$ cat src/rtl/bsr_pkg.sv
package bsr_pkg;

  typedef enum logic {
    MODE_SAMPLE = 1'b0,
    MODE_EXTEST = 1'b1
  } bsr_mode_e;

  // total chain length: one cell per pin plus one enable cell per group
  function automatic int chain_len(input int ngrp, input int ppg);
    return ngrp * ppg + ngrp;
  endfunction

endpackage

$ cat src/rtl/bsr_rst_sync.sv
module bsr_rst_sync (
  input  logic clk,
  input  logic arst_n,
  output logic rst_n_sync
);

  logic q1, q2;

  always_ff @(posedge clk or negedge arst_n) begin
    if (!arst_n) begin
      q1 <= 1'b0;
      q2 <= 1'b0;
    end else begin
      q1 <= 1'b1;
      q2 <= q1;
    end
  end

  assign rst_n_sync = q2;

endmodule

$ cat src/rtl/bsr_cell.sv
module bsr_cell (
  input  logic clk,
  input  logic rst_n,
  input  logic cap_en,
  input  logic shift_en,
  input  logic upd_en,
  input  logic cap_d,
  input  logic ser_in,
  output logic sr_q,
  output logic upd_q
);

  logic sr_d;
  logic upd_d;

  // capture has priority over shift
  always_comb begin
    sr_d = sr_q;
    if (cap_en) begin
      sr_d = cap_d;
    end else if (shift_en) begin
      sr_d = ser_in;
    end
  end

  always_ff @(posedge clk or negedge rst_n) begin
    if (!rst_n) begin
      sr_q <= 1'b0;
    end else begin
      sr_q <= sr_d;
    end
  end

  always_comb begin
    upd_d = upd_q;
    if (upd_en) begin
      upd_d = sr_q;
    end
  end

  // update stage is clocked on the falling edge
  always_ff @(negedge clk or negedge rst_n) begin
    if (!rst_n) begin
      upd_q <= 1'b0;
    end else begin
      upd_q <= upd_d;
    end
  end

endmodule

$ cat src/rtl/bsr_group.sv
module bsr_group #(
  parameter int PPG = 10
) (
  input  logic           mode_extest,
  input  logic           core_oe_g,
  input  logic           upd_oe_g,
  input  logic [PPG-1:0] core_out_g,
  input  logic [PPG-1:0] pin_in_g,
  input  logic [PPG-1:0] upd_pin_g,
  output logic           pin_oe_g,
  output logic [PPG-1:0] pin_out_g,
  output logic [PPG-1:0] core_in_g,
  output logic [PPG-1:0] cap_d_g
);

  import bsr_pkg::*;

  bsr_mode_e mode;

  always_comb begin
    mode = bsr_mode_e'(mode_extest);
    for (int i = 0; i < PPG; i++) begin
      if (mode == MODE_EXTEST) begin
        cap_d_g[i] = pin_in_g[i];
      end else begin
        // sample: source depends on the group's present direction
        cap_d_g[i] = core_oe_g ? core_out_g[i] : pin_in_g[i];
      end
    end
    if (mode == MODE_EXTEST) begin
      pin_oe_g  = upd_oe_g;
      pin_out_g = upd_pin_g;
    end else begin
      pin_oe_g  = core_oe_g;
      pin_out_g = core_out_g;
    end
    core_in_g = pin_in_g;
  end

endmodule

$ cat src/rtl/bsr_bidir_chain.sv
module bsr_bidir_chain #(
  parameter int NGRP = 4,
  parameter int PPG  = 10
) (
  input  logic                 tck,
  input  logic                 trst_n,
  input  logic                 sel,
  input  logic                 capture_dr,
  input  logic                 shift_dr,
  input  logic                 update_dr,
  input  logic                 mode_extest,
  input  logic                 tdi,
  output logic                 tdo,
  input  logic [NGRP*PPG-1:0]  core_out,
  input  logic [NGRP-1:0]      core_oe,
  input  logic [NGRP*PPG-1:0]  pin_in,
  output logic [NGRP*PPG-1:0]  pin_out,
  output logic [NGRP-1:0]      pin_oe,
  output logic [NGRP*PPG-1:0]  core_in
);

  localparam int NP = NGRP * PPG;
  localparam int L  = bsr_pkg::chain_len(NGRP, PPG);

  logic         rst_s;
  logic         cap_en, shift_en, upd_en;
  logic [L-1:0] sr_q;
  logic [L-1:0] up_q;
  logic [L-1:0] cap_d;
  logic [L-1:0] ser_in;
  logic [NP-1:0] oe_mask;

  bsr_rst_sync u_rst (
    .clk        (tck),
    .arst_n     (trst_n),
    .rst_n_sync (rst_s)
  );

  assign cap_en   = sel & capture_dr;
  assign shift_en = sel & shift_dr;
  assign upd_en   = sel & update_dr;

  // serial path runs from the top bit down to bit 0
  assign ser_in = {tdi, sr_q[L-1:1]};
  assign tdo    = sr_q[0];

  assign cap_d[L-1:NP] = core_oe;

  for (genvar k = 0; k < L; k++) begin : g_cell
    bsr_cell u_cell (
      .clk      (tck),
      .rst_n    (rst_s),
      .cap_en   (cap_en),
      .shift_en (shift_en),
      .upd_en   (upd_en),
      .cap_d    (cap_d[k]),
      .ser_in   (ser_in[k]),
      .sr_q     (sr_q[k]),
      .upd_q    (up_q[k])
    );
  end

  for (genvar g = 0; g < NGRP; g++) begin : g_grp
    bsr_group #(.PPG(PPG)) u_grp (
      .mode_extest (mode_extest),
      .core_oe_g   (core_oe[g]),
      .upd_oe_g    (up_q[NP+g]),
      .core_out_g  (core_out[g*PPG +: PPG]),
      .pin_in_g    (pin_in[g*PPG +: PPG]),
      .upd_pin_g   (up_q[g*PPG +: PPG]),
      .pin_oe_g    (pin_oe[g]),
      .pin_out_g   (pin_out[g*PPG +: PPG]),
      .core_in_g   (core_in[g*PPG +: PPG]),
      .cap_d_g     (cap_d[g*PPG +: PPG])
    );
    assign oe_mask[g*PPG +: PPG] = {PPG{core_oe[g]}};
  end

  // deselected register keeps its shift stages
  assert_hold_when_idle_R8: assert property (@(posedge tck) disable iff (!rst_s)
    !sel |=> $stable(sr_q));

  // one-bit shift reaches tdo
  assert_shift_to_tdo_R6: assert property (@(posedge tck) disable iff (!rst_s)
    (sel && shift_dr && !capture_dr) |=> (tdo == $past(sr_q[1])));

  // sample capture follows each group's direction
  assert_sample_capture_R5: assert property (@(posedge tck) disable iff (!rst_s)
    (sel && capture_dr && !mode_extest) |=>
      (sr_q[NP-1:0] == (($past(core_out) & $past(oe_mask)) |
                        ($past(pin_in) & ~$past(oe_mask)))));

  // external-test capture takes pin levels and core enables
  assert_extest_capture_R4: assert property (@(posedge tck) disable iff (!rst_s)
    (sel && capture_dr && mode_extest) |=>
      (sr_q == {$past(core_oe), $past(pin_in)}));

  // enable update stages are clear when reset releases
  assert_oe_clear_on_reset_R9: assert property (@(posedge tck) disable iff (!rst_s)
    $rose(rst_s) |-> (up_q[L-1:NP] == '0));

endmodule

$ cat config.mk
export PLATFORM = sky130hd
export DESIGN_NAME = bsr_bidir_chain
export DESIGN_NICKNAME = d
export VERILOG_FILES = /design/src/rtl/bsr_pkg.sv /design/src/rtl/bsr_rst_sync.sv /design/src/rtl/bsr_cell.sv /design/src/rtl/bsr_group.sv /design/src/rtl/bsr_bidir_chain.sv
export SDC_FILE = /design/constraint.sdc
export NUM_CORES = 1
export LEC_CHECK = 0
export BUFFER_PORTS_ARGS = -buffer_cell sky130_fd_sc_hd__buf_2
export CORE_ASPECT_RATIO = 2
export CORE_MARGIN = 8
export CORE_UTILIZATION = 51
export CTS_CLUSTER_SIZE = 20
export DETAILED_ROUTE_END_ITERATION = 12
export PLACE_DENSITY_LB_ADDON = 0.08
export SLEW_MARGIN = 20
export SYNTH_ARGS = -nofsm -noshare
export SYNTH_HDL_FRONTEND = slang
export SYNTH_SLANG_ARGS = --single-unit
$ cat constraint.sdc
create_clock -name tck -period 3 [get_ports tck]
set_input_delay 0.75 -clock tck [delete_from_list [all_inputs] [get_ports tck]]
set_output_delay 0.75 -clock tck [all_outputs]
set_load 0.05 [all_outputs]
**Word-level counts from Yosys, hierarchy flattened**

Cells that the tools add are included.

- Bits in registers: 90
- Latch bits: 0
- Bits in writable memories: 0
- ROM bits: 0
- Input bits: 92
- Output and inout bits: 85
- Word-level logic and storage cells: 270
- Memories: 0

- Add/subtract/negate cells: 0
- Multiply operators: 0
- Div/mod/pow operators: 0
- Order comparisons: 0
- Eq/ne operators: 0
- Shift-type cells: 0
- Muxes and demuxes: 176
- Bitwise gates (word level): 3
- Reduce and logical (&&, ||, !) cells: 1

Operator list:

| cell | number |
|---|---|
| two-way mux 1 bit | 172 |
| two-way mux 10 bit | 4 |
| bitwise AND 1 bit | 3 |
| nonzero test 2 bit | 1 |

**Depth between registers and ports, before layout**

- Depth after elaboration: 3
- Depth in mapped cells: 6
- Depth with buffers taken out: 3

**Cells and area by module**

A second synthesis with hierarchy kept.

- Cell total of the unflattened synthesis: 410
- Area, all modules: 5247.5 um2

By module, submodules not included:

| module | times used | cells an instance | area each (um2) |
|---|---|---|---|
| bsr_cell | 44 | 6 | 83.8 |
| bsr_group | 4 | 35 | 371.6 |
| bsr_rst_sync | 1 | 3 | 53.8 |
| bsr_bidir_chain | 1 | 3 | 18.8 |

==> results.sh <==
export IMPL_htree_levels=3
export IMPL_finalSetupViolations=44
export IMPL_clk_latency_ns=0.34
export IMPL_rsz0062_at_grt="true"
export IMPL_status="complete, but fails checks"
export IMPL_grt_pass1_vias=4190
export IMPL_post_drt_wl_per_cell_microns=18.7
export IMPL_p_sw_mw=1.59
export IMPL_synth_simple_gate_area_share=0.0959
export IMPL_worst_slew_pin_slew_ns=0.641
export IMPL_tns_ns=-15.64
export IMPL_synthTopCellsByCount="mux2_2 (81), nand2_1 (53), buf_4 (50)"
export IMPL_worstPathArrival_ns=2.63
export IMPL_drive_gt1_frac=0.522
export IMPL_syn_num_nets=536
export IMPL_post_route_drc_count=0
export IMPL_fin_util=0.688
export IMPL_io_pins=177
export IMPL_power_mw=4.63
export IMPL_ff2ff_setup_slack_ns=0.65
export IMPL_synthMuxAreaShare=0.267
export IMPL_portBuffers=176
export IMPL_cts_buffer_depth=2
export IMPL_timing_rr_start="g_cell[18].u_cell.sr_q$_DFFE_PN0P_"
export IMPL_p_int_mw=3.04
export IMPL_dr_first_iter_drc_count=161
export IMPL_ys_ff_latch=90
export IMPL_drt_total_wl_microns=13300
export IMPL_synthFlopType="dfrtp_1"
export IMPL_drtAntennaViolNets=0
export IMPL_synth_edff_count=0
export IMPL_coreArea_sq_um=9700
export IMPL_leakagePower_nw=3.37
export IMPL_grtUsageTotal=0.198
export IMPL_violations="negative setup slack"
export IMPL_startpoint="g_cell[18].u_cell.upd_q$_DFFE_NN0P_"
export IMPL_dr_pass1_iters=4
export IMPL_yosysMostFrequentCell="mux2_2"
export IMPL_yosysTopAreaCellShare=0.229
export IMPL_crit_type="reg -> out"
export IMPL_rows=51
export IMPL_cellPowerDensity_nw_per_um2=694
export IMPL_fp_dieW_microns=86.3
export IMPL_worstSetupStartpointType="flop"
export IMPL_fin_nets=669
export IMPL_combPwrFrac=0.375
export IMPL_hold_ws_ns=0.187
export IMPL_antennaDiodeCount=0
export IMPL_cts_tree="built"
export IMPL_crit_fanout=2
export IMPL_fin_skew_ns=0.00967
export IMPL_cts_made_buffers=9
export IMPL_setup_ws_ns=-0.383
export IMPL_pwr_share_clk=0.256
export IMPL_hold_violations=0
export IMPL_endpoint_kind="output port"
export IMPL_globalplace_congestion=0.772
export IMPL_dpl_worst_slack_ns=-0.176
export IMPL_crit_end="pin_out[18]"
export IMPL_reg2reg_depth=1
export IMPL_via_per_inst=5.35
export IMPL_synth_compound_area_share=0.0738
export IMPL_syn_area_per_cell_sq_um=11.3
export IMPL_synth_top_area_cell="dfrtp_1"
export IMPL_hpwl_microns=9450
export IMPL_grt_ovfl_total=0
export IMPL_grt_max_degree=49
export IMPL_synthArstFlopShare=1.00
export IMPL_vias=3818
export IMPL_synth_area_leaders="dfrtp_1 (23%), dfrtn_1 (22%), mux2_2 (18%)"
export IMPL_power_switching_share=0.344
export IMPL_ys_seq_area_frac=0.447
export IMPL_area_growth_pct=32.6
export IMPL_syn_inst=444
export IMPL_ir_drop_mv=0.418
export IMPL_seqPwrFrac=0.369
export IMPL_rr_endpoint="g_cell[18].u_cell.upd_q$_DFFE_NN0P_"
export IMPL_cp_data_required_time_ns=2.25
export IMPL_grt_pass1_wl_microns=21000
export IMPL_synth_xor_area_frac=0
export IMPL_fp_dieH_microns=156
export IMPL_synth_adder_area_share=0
export IMPL_synth_area_sq_um=5030
export IMPL_clk_transition_reported_paths_ns=0.06
export IMPL_root_buffer="clkbuf_16"
export IMPL_ys_warn_count=0
export IMPL_dieArea_sq_um=13500
export IMPL_cap_violations=0
export IMPL_initial_core_util=0.519
export IMPL_slew_viol_final=0
export IMPL_max_slew_margin=0.571
export IMPL_hp_class="in -> async"
export IMPL_antenna_found_initial=0
export IMPL_synth_distinct_cells=28
export IMPL_clock_sinks=90
export IMPL_synth_top_family_by_area="multiplexers"
what timing repair did:
action                     in CTS  in global routing
setup endpoints to repair      44                 44
setup buffers                   2                  2
resized for setup             112                 48
pin swaps                       2                  0
hold buffers                    0                  0
worst max-delay path, cell delays in order (launching register included):
cell     delay, ns
dfrtn_1       0.36
mux2_4        0.28
buf_8         0.15
layer usage:
metal | part of all wire | routed length (microns) | global-route usage | vias up
met3 | 0.062 | 824 | 0.0462 | 9
met4 | 0.0084 | 112 | 0.0529 | 0
li1 | - | - | - | 1803
met1 | 0.40 | 5290 | 0.221 | 1874
met5 | 0 | 0 | 0 | -
met2 | 0.53 | 7090 | 0.360 | 132
worst min-delay path by stage:
stage	start	to	cells after the start
floorplan	u_rst.q1$_DFF_PN0_	u_rst.rst_n_sync$_DFF_PN0_	0
global placement	u_rst.rst_n_sync$_DFF_PN0_	g_cell[21].u_cell.sr_q$_DFFE_PN0P_	0
detailed placement	u_rst.rst_n_sync$_DFF_PN0_	g_cell[22].u_cell.sr_q$_DFFE_PN0P_	0
CTS	trst_n	u_rst.rst_n_sync$_DFF_PN0_	1
global route	trst_n	u_rst.rst_n_sync$_DFF_PN0_	1
finish	trst_n	u_rst.rst_n_sync$_DFF_PN0_	1
power by group through the flow:
| stage | registers, mW | logic (mW) | clock network (mW) |
|---|---|---|---|
| after global routing | 1.75 | 1.83 | 1.26 |
| final | 1.71 | 1.74 | 1.18 |
| after CTS | 1.71 | 1.63 | 1.21 |
| after floorplan | 1.66 | 1.11 | 0 |
| after global placement | 1.71 | 1.37 | 0 |
| after detailed placement | 1.72 | 1.40 | 0 |
final cells by class:
type / instances / area, sq um
clock buffers: 9 / 225
clock inverters: 7 / 92.6
fillers: 744 / 3020
multi-input cells: 279 / 2380
flip-flops and latches: 90 / 2260
well taps: 132 / 165
repair buffers: 197 / 1560
layout by cell type, fill, tap and decap left out, drive strengths merged:
cell type  netlist  routed
nor2             4       4
conb             1       1
clkinv           0       4
bufinv           0       2
o21ai            1       1
a31oi            4       4
inv              0       1
dfrtp           46      46
a211oi           4       4
o211ai          36      36
a21oi            4       4
nand3           36      36
nand2b           4       4
mux2i           40      40
nand2           55      55
o21a             1       1
and3             4       4
clkbuf           1       9
mux2            84      84
dfrtn           44      44
buf             74     197
and2             1       1
logic make-up after synthesis:
| group | after synthesis |
|---|---|
| and+or+nand+nor | 104 |
| AOI/OAI and AO/OA | 50 |
| muxes | 124 |
| other | 1 |
| buffers and inverters | 75 |
| DFF | 90 |
sequential cells by signal (all words and copies together), names as in the netlist:
name,count
g_cell.u_cell.sr_q,44
g_cell.u_cell.upd_q,44
u_rst.q1,1
u_rst.rst_n_sync,1
through the flow:
| stage | std cells | area (sq um) |
|---|---|---|
| after global routing | 714 | 6680 |
| after global placement | 694 | 5780 |
| final | 714 | 6680 |
| after CTS | 712 | 6480 |
| after detailed placement | 694 | 5780 |
| after floorplan | 444 | 5070 |
Power figures use the tool's default switching activity.
